[config.mk]
export PLATFORM = sky130hd
export DESIGN_NAME = apparent_power_combiner
export DESIGN_NICKNAME = d
export VERILOG_FILES = /design/src/rtl/apc_pkg.sv /design/src/rtl/apc_vsel.sv /design/src/rtl/apc_term.sv /design/src/rtl/apc_sum.sv /design/src/rtl/apparent_power_combiner.sv
export SDC_FILE = /design/constraint.sdc
export NUM_CORES = 2
export LEC_CHECK = 0
export ABC_CLOCK_PERIOD_IN_PS = 7900
export BUFFER_PORTS_ARGS = -buffer_cell sky130_fd_sc_hd__buf_2
export CAP_MARGIN = 20
export CORE_MARGIN = 5
export CORE_UTILIZATION = 49
export DETAILED_ROUTE_END_ITERATION = 8
export GPL_TIMING_DRIVEN = 1
export PLACE_DENSITY = 0.68
export SKIP_LAST_GASP = 1
export SLEW_MARGIN = 20
export SYNTH_ARGS = -nofsm -noshare
export SYNTH_HDL_FRONTEND = slang
export SYNTH_SLANG_ARGS = --single-unit
[constraint.sdc]
create_clock -name clk_i -period 7.9 [get_ports clk_i]
set_clock_uncertainty 0.15 [all_clocks]
set_input_delay 0.395 -clock clk_i [delete_from_list [all_inputs] [get_ports clk_i]]
set_output_delay 0.395 -clock clk_i [all_outputs]
set_load 0.005 [all_outputs]
[src/rtl/apc_pkg.sv]
package apc_pkg;
  localparam int NUM_PH  = 3;
  localparam int GAIN_W  = 12;
  localparam int LAT     = 3;
  localparam int MODE_HI = 7;
  localparam int MODE_LO = 6;

  typedef enum logic [1:0] {
    MODE_OWN   = 2'd0,
    MODE_AVG_B = 2'd1,
    MODE_A_B   = 2'd2,
    MODE_RSVD  = 2'd3
  } apc_mode_e;
endpackage

[src/rtl/apc_vsel.sv]
module apc_vsel
  import apc_pkg::*;
#(
  parameter int V_W = 12
) (
  input  logic [1:0]            mode_i,
  input  logic [NUM_PH*V_W-1:0] v_i,
  output logic [NUM_PH*V_W-1:0] v_o
);
  logic [V_W-1:0] va, vb, vc, vb_eff;
  logic [V_W:0]   ac_sum;

  assign va = v_i[0*V_W +: V_W];
  assign vb = v_i[1*V_W +: V_W];
  assign vc = v_i[2*V_W +: V_W];
  assign ac_sum = {1'b0, va} + {1'b0, vc};

  always_comb begin
    unique case (apc_mode_e'(mode_i))
      MODE_AVG_B: vb_eff = ac_sum[V_W:1];
      MODE_A_B:   vb_eff = va;
      default:    vb_eff = vb;  // own and reserved
    endcase
  end

  assign v_o = {vc, vb_eff, va};
endmodule

[src/rtl/apc_term.sv]
module apc_term
  import apc_pkg::*;
#(
  parameter int V_W    = 12,
  parameter int TERM_W = 24
) (
  input  logic              clk_i,
  input  logic              rst_ni,
  input  logic [V_W-1:0]    v_i,
  input  logic [V_W-1:0]    i_i,
  input  logic [GAIN_W-1:0] gain_i,
  input  logic              en_i,
  output logic [TERM_W-1:0] term_o
);
  localparam int PW  = 2 * V_W;
  localparam int FW  = GAIN_W + 1;
  localparam int XW  = PW + FW;
  localparam int SW  = XW - GAIN_W;
  localparam int CW  = ((SW > TERM_W) ? SW : TERM_W) + 1;
  localparam logic [CW-1:0] TERM_MAX = (CW'(1) << TERM_W) - CW'(1);

  logic [PW-1:0]     prod_q;
  logic [FW-1:0]     fac_q;
  logic              en_q;
  logic [FW-1:0]     fac_d;
  logic [XW-1:0]     wide;
  logic [SW-1:0]     scaled;

  // 4096 + G, always in [2048, 6143]
  assign fac_d = (FW'(1) << GAIN_W) + {gain_i[GAIN_W-1], gain_i};

  always_ff @(posedge clk_i or negedge rst_ni) begin
    if (!rst_ni) begin
      prod_q <= '0;
      fac_q  <= '0;
      en_q   <= 1'b0;
    end else begin
      prod_q <= PW'(v_i) * PW'(i_i);
      fac_q  <= fac_d;
      en_q   <= en_i;
    end
  end

  assign wide   = XW'(prod_q) * XW'(fac_q);
  assign scaled = wide[XW-1:GAIN_W];

  always_ff @(posedge clk_i or negedge rst_ni) begin
    if (!rst_ni) begin
      term_o <= '0;
    end else if (!en_q) begin
      term_o <= '0;
    end else if (CW'(scaled) > TERM_MAX) begin
      term_o <= TERM_MAX[TERM_W-1:0];
    end else begin
      term_o <= scaled[TERM_W-1:0];
    end
  end
endmodule

[src/rtl/apc_sum.sv]
module apc_sum
  import apc_pkg::*;
#(
  parameter int TERM_W = 24,
  parameter int OUT_W  = 24
) (
  input  logic                     clk_i,
  input  logic                     rst_ni,
  input  logic                     valid_i,
  input  logic [NUM_PH*TERM_W-1:0] terms_i,
  output logic signed [OUT_W-1:0]  total_o
);
  localparam int AW = TERM_W + 2;
  localparam int CW = ((AW > OUT_W) ? AW : OUT_W) + 1;
  localparam logic [CW-1:0] OUT_MAX = (CW'(1) << (OUT_W - 1)) - CW'(1);

  logic [AW-1:0] acc;

  always_comb begin
    acc = '0;
    for (int p = 0; p < NUM_PH; p++) begin
      acc = acc + AW'(terms_i[p*TERM_W +: TERM_W]);
    end
  end

  always_ff @(posedge clk_i or negedge rst_ni) begin
    if (!rst_ni) begin
      total_o <= '0;
    end else if (valid_i) begin
      if (CW'(acc) > OUT_MAX) total_o <= OUT_MAX[OUT_W-1:0];
      else                    total_o <= OUT_W'(acc);
    end
  end
endmodule

[src/rtl/apparent_power_combiner.sv]
module apparent_power_combiner
  import apc_pkg::*;
#(
  parameter int V_W    = 12,
  parameter int TERM_W = 24,
  parameter int OUT_W  = 24
) (
  input  logic                      clk_i,
  input  logic                      rst_ni,
  input  logic                      in_valid_i,
  input  logic [7:0]                cfg_i,
  input  logic [NUM_PH*V_W-1:0]     v_rms_i,
  input  logic [NUM_PH*V_W-1:0]     i_rms_i,
  input  logic [NUM_PH*GAIN_W-1:0]  gain_i,
  output logic                      out_valid_o,
  output logic signed [OUT_W-1:0]   total_o
);
  logic [LAT-1:0]             vld_q;
  logic [NUM_PH*V_W-1:0]      v_eff;
  logic [NUM_PH*TERM_W-1:0]   terms;

  always_ff @(posedge clk_i or negedge rst_ni) begin
    if (!rst_ni) vld_q <= '0;
    else         vld_q <= {vld_q[LAT-2:0], in_valid_i};
  end

  apc_vsel #(.V_W(V_W)) u_vsel (
    .mode_i (cfg_i[MODE_HI:MODE_LO]),
    .v_i    (v_rms_i),
    .v_o    (v_eff)
  );

  for (genvar p = 0; p < NUM_PH; p++) begin : g_ph
    apc_term #(.V_W(V_W), .TERM_W(TERM_W)) u_term (
      .clk_i  (clk_i),
      .rst_ni (rst_ni),
      .v_i    (v_eff[p*V_W +: V_W]),
      .i_i    (i_rms_i[p*V_W +: V_W]),
      .gain_i (gain_i[p*GAIN_W +: GAIN_W]),
      .en_i   (cfg_i[p]),
      .term_o (terms[p*TERM_W +: TERM_W])
    );
  end

  apc_sum #(.TERM_W(TERM_W), .OUT_W(OUT_W)) u_sum (
    .clk_i   (clk_i),
    .rst_ni  (rst_ni),
    .valid_i (vld_q[LAT-2]),
    .terms_i (terms),
    .total_o (total_o)
  );

  assign out_valid_o = vld_q[LAT-1];
endmodule

==> results.ini <==
[clock_network]
cts-root-buf=clkbuf_16
clkLatencyLatePin_ps=590
h-tree-depth=1
cts_num_sinks=213
cts_buffer_depth=3
path_clk_slew_ps=60
cts_resized=0
cts_tree=done
cts_buffers=26

[timing]
slew_violations=0
finalCriticalPeriod_ps=7140
finalCritPeriodShare_pct=90.3
worst_pin_slew_ps=1100
final.setup.tns_ps=0
finalSetupViolCount=0
hold_viol=0
relSlewSlack_pct=26.9
rsz0062_at_grt=no
fmax_mhz=140

[global_route]
track_usage_pct=22.5
grt_max_degree=95
grt_pass1_wl_um=206000
grt_overflow=0
grt_pass1_vias=39700
antenna_found_initial=4

[synthesis]
synthTopCellsByArea=fa_1, ha_1, dfrtp_1
synthFlopType=dfrtp_1
synth-edff-count=0
syn-num-nets=7282
synth_top_area_share_pct=40.3
synth.avg_cell_area_um2=9.00
ys_warn_count=0
syn_area_um2=50900
synth_seq_cells=213
async_reset_ff_share_pct=100
ys_types=84
ys_seq_area_share_pct=10.5
yosys.area.top_type=fa_1
syn_inst=5656

[worst_setup_path]
cp.required_ps=8220
reg2reg_from=g_ph[2].u_term.fac_q[1]
endpoint_kind=flip-flop
path_max_fanout=14
slowest_stage=fa_1
crit_path_start_kind=input pin
worst_ep_arrival_time_ps=7450
slowest_delay_ps=550
crit_top_cell=fa_1
crit_path_start=v_rms_i[25]
path_class=in -> reg

[route]
wl_per_cell_um=17.2
routed_wl_um=121000
vias_per_cell=5.24
wl_met2_um=56700
drc_errors=0
drtIter0Drc=2423
dr_total_vias=37000
ant_nets=0
first_pass_iters=7
wl_met3_um=6830
wl_met1_um=54400
dr.max_layer_used=met4

[floorplan]
start_util_pct=49.3
die_x_um=332
die_area_um2=110000
placeableCoreArea_um2=103000
num_rows=118
ios=144
die_h_um=332

[cells_and_area]
drive_gt1_share_pct=4.64
mostFrequentLayoutCell=inv_1
layout_common_cells=inv_1, fa_1, nand2_1
syn2layout_area_growth_pct=5.98
nNetsFinal=7280

[worst_hold_path]
min_path_type=in -> reg
worstHoldStart=i_rms_i[12]

[place]
portBuffers=140
routabilityCongestion=0.899
dp_hpwl_um=98100

[outcome]
outcome=finished, final reports clean

[job]
cap_violations=0

==> cell usage after synthesis (all sizes together), types with 5 or more instances <==
library cell	count
ha	481
dfrtp	213
nand4	21
o211a	9
o21bai	13
buf	8
o21a	100
inv	1247
a31o	6
nor3	40
a221oi	8
fa	1026
o22a	5
a21oi	128
nand3	41
nor2	123
nand2b	20
xor2	53
a31oi	29
o41ai	5
nand2	891
clkbuf	244
o211ai	11
or2	7
and3	15
xnor2	106
a21boi	13
a21o	45
nor2b	33
and2	529
a211oi	17
o21ai	92
or3	11
==> state kept, by name (all words and copies together) (netlist names) <==
| name | flops |
|---|---|
| g_ph.u_term.prod_q | 72 |
| g_ph.u_term.term_o | 72 |
| g_ph.u_term.fac_q | 39 |
| u_sum.total_o | 24 |
| g_ph.u_term.en_q | 3 |
| vld_q | 3 |
==> repair_timing <==
item | CTS | global route
hold endpoints to repair | 135 | 0
setup buffers | 0 | 0
hold buffers | 41 | 0
==> cell families (layout without fill, tap and decap cells) <==
| family | Yosys count | in the layout | synth area share (%) |
|---|---|---|---|
| multiplexers | 3 | 3 | 0.0614 |
| AO/OA/AOI/OAI | 524 | 524 | 7.04 |
| flip-flops | 213 | 213 | 10.5 |
| AND/OR/NAND/NOR | 1751 | 1751 | 16.4 |
| buffers and inverters | 1499 | 1517 | 11.1 |
| other | 0 | 1 | 0 |
| adder cells (fa/ha/maj) | 1507 | 1507 | 52.2 |
| XOR/XNOR | 159 | 159 | 2.79 |
==> metal layers <==
layer	global-route usage, %	vias up
li1	-	16900
met1	32.2	18800
met2	37.2	1112
met3	2.51	179
met4	5.67	0
met5	0	-
==> per-stage QoR <==
| step | setup WS (ps) | hold WS (ps) | cells | cell area, µm² | utilization, % |
|---|---|---|---|---|---|
| floorplan | 660 | -50.6 | 5656 | 50900 | - |
| global placement | 318 | 185 | 6965 | 52700 | 51.0 |
| detailed placement | 174 | 200 | 6965 | 52700 | 51.0 |
| CTS | 820 | 14.5 | 7054 | 54000 | 52.2 |
| global route | 186 | 48.1 | 7054 | 54000 | 52.2 |
| finish | 764 | 63.4 | 7055 | 54000 | 52.2 |
==> final cells by class <==
type                       count  area [µm²]
clock inverter                13         138
fill                        9571       49400
sequential                   213        5330
multi-input combinational   3944       39900
antenna                        1        2.50
timing repair buffer         222        1430
clock buffer                  35         714
tap                         1380        1730
inverter                    1247        4680
==> worst max-delay path, delay by kind of cell <==
family	cells	cell delay, ps
adders and majority gates	7	3170
AOI/OAI and AO/OA	14	2700
buffers and inverters	5	650
and+or+nand+nor	2	300
xor gates and xnor gates	2	230
==> path summary, 6_finish.rpt <==
path | cells past startpoint | slack [ps] | endpoint
setup / recovery | 30 | 760 | g_ph[1].u_term.prod_q[23]
hold reg to reg | 0 | 210 | vld_q[1]
max in group asynchronous | 3 | 5940 | g_ph[1].u_term.fac_q[11]
setup reg to reg | 21 | 960 | g_ph[2].u_term.term_o[8]
hold / removal | 2 | 60 | g_ph[1].u_term.prod_q[0]
min in group asynchronous | 2 | 250 | g_ph[2].u_term.fac_q[0]
Power is not shown: default switching activity piles up to over one toggle a cycle in this logic, so the estimate is an artifact.
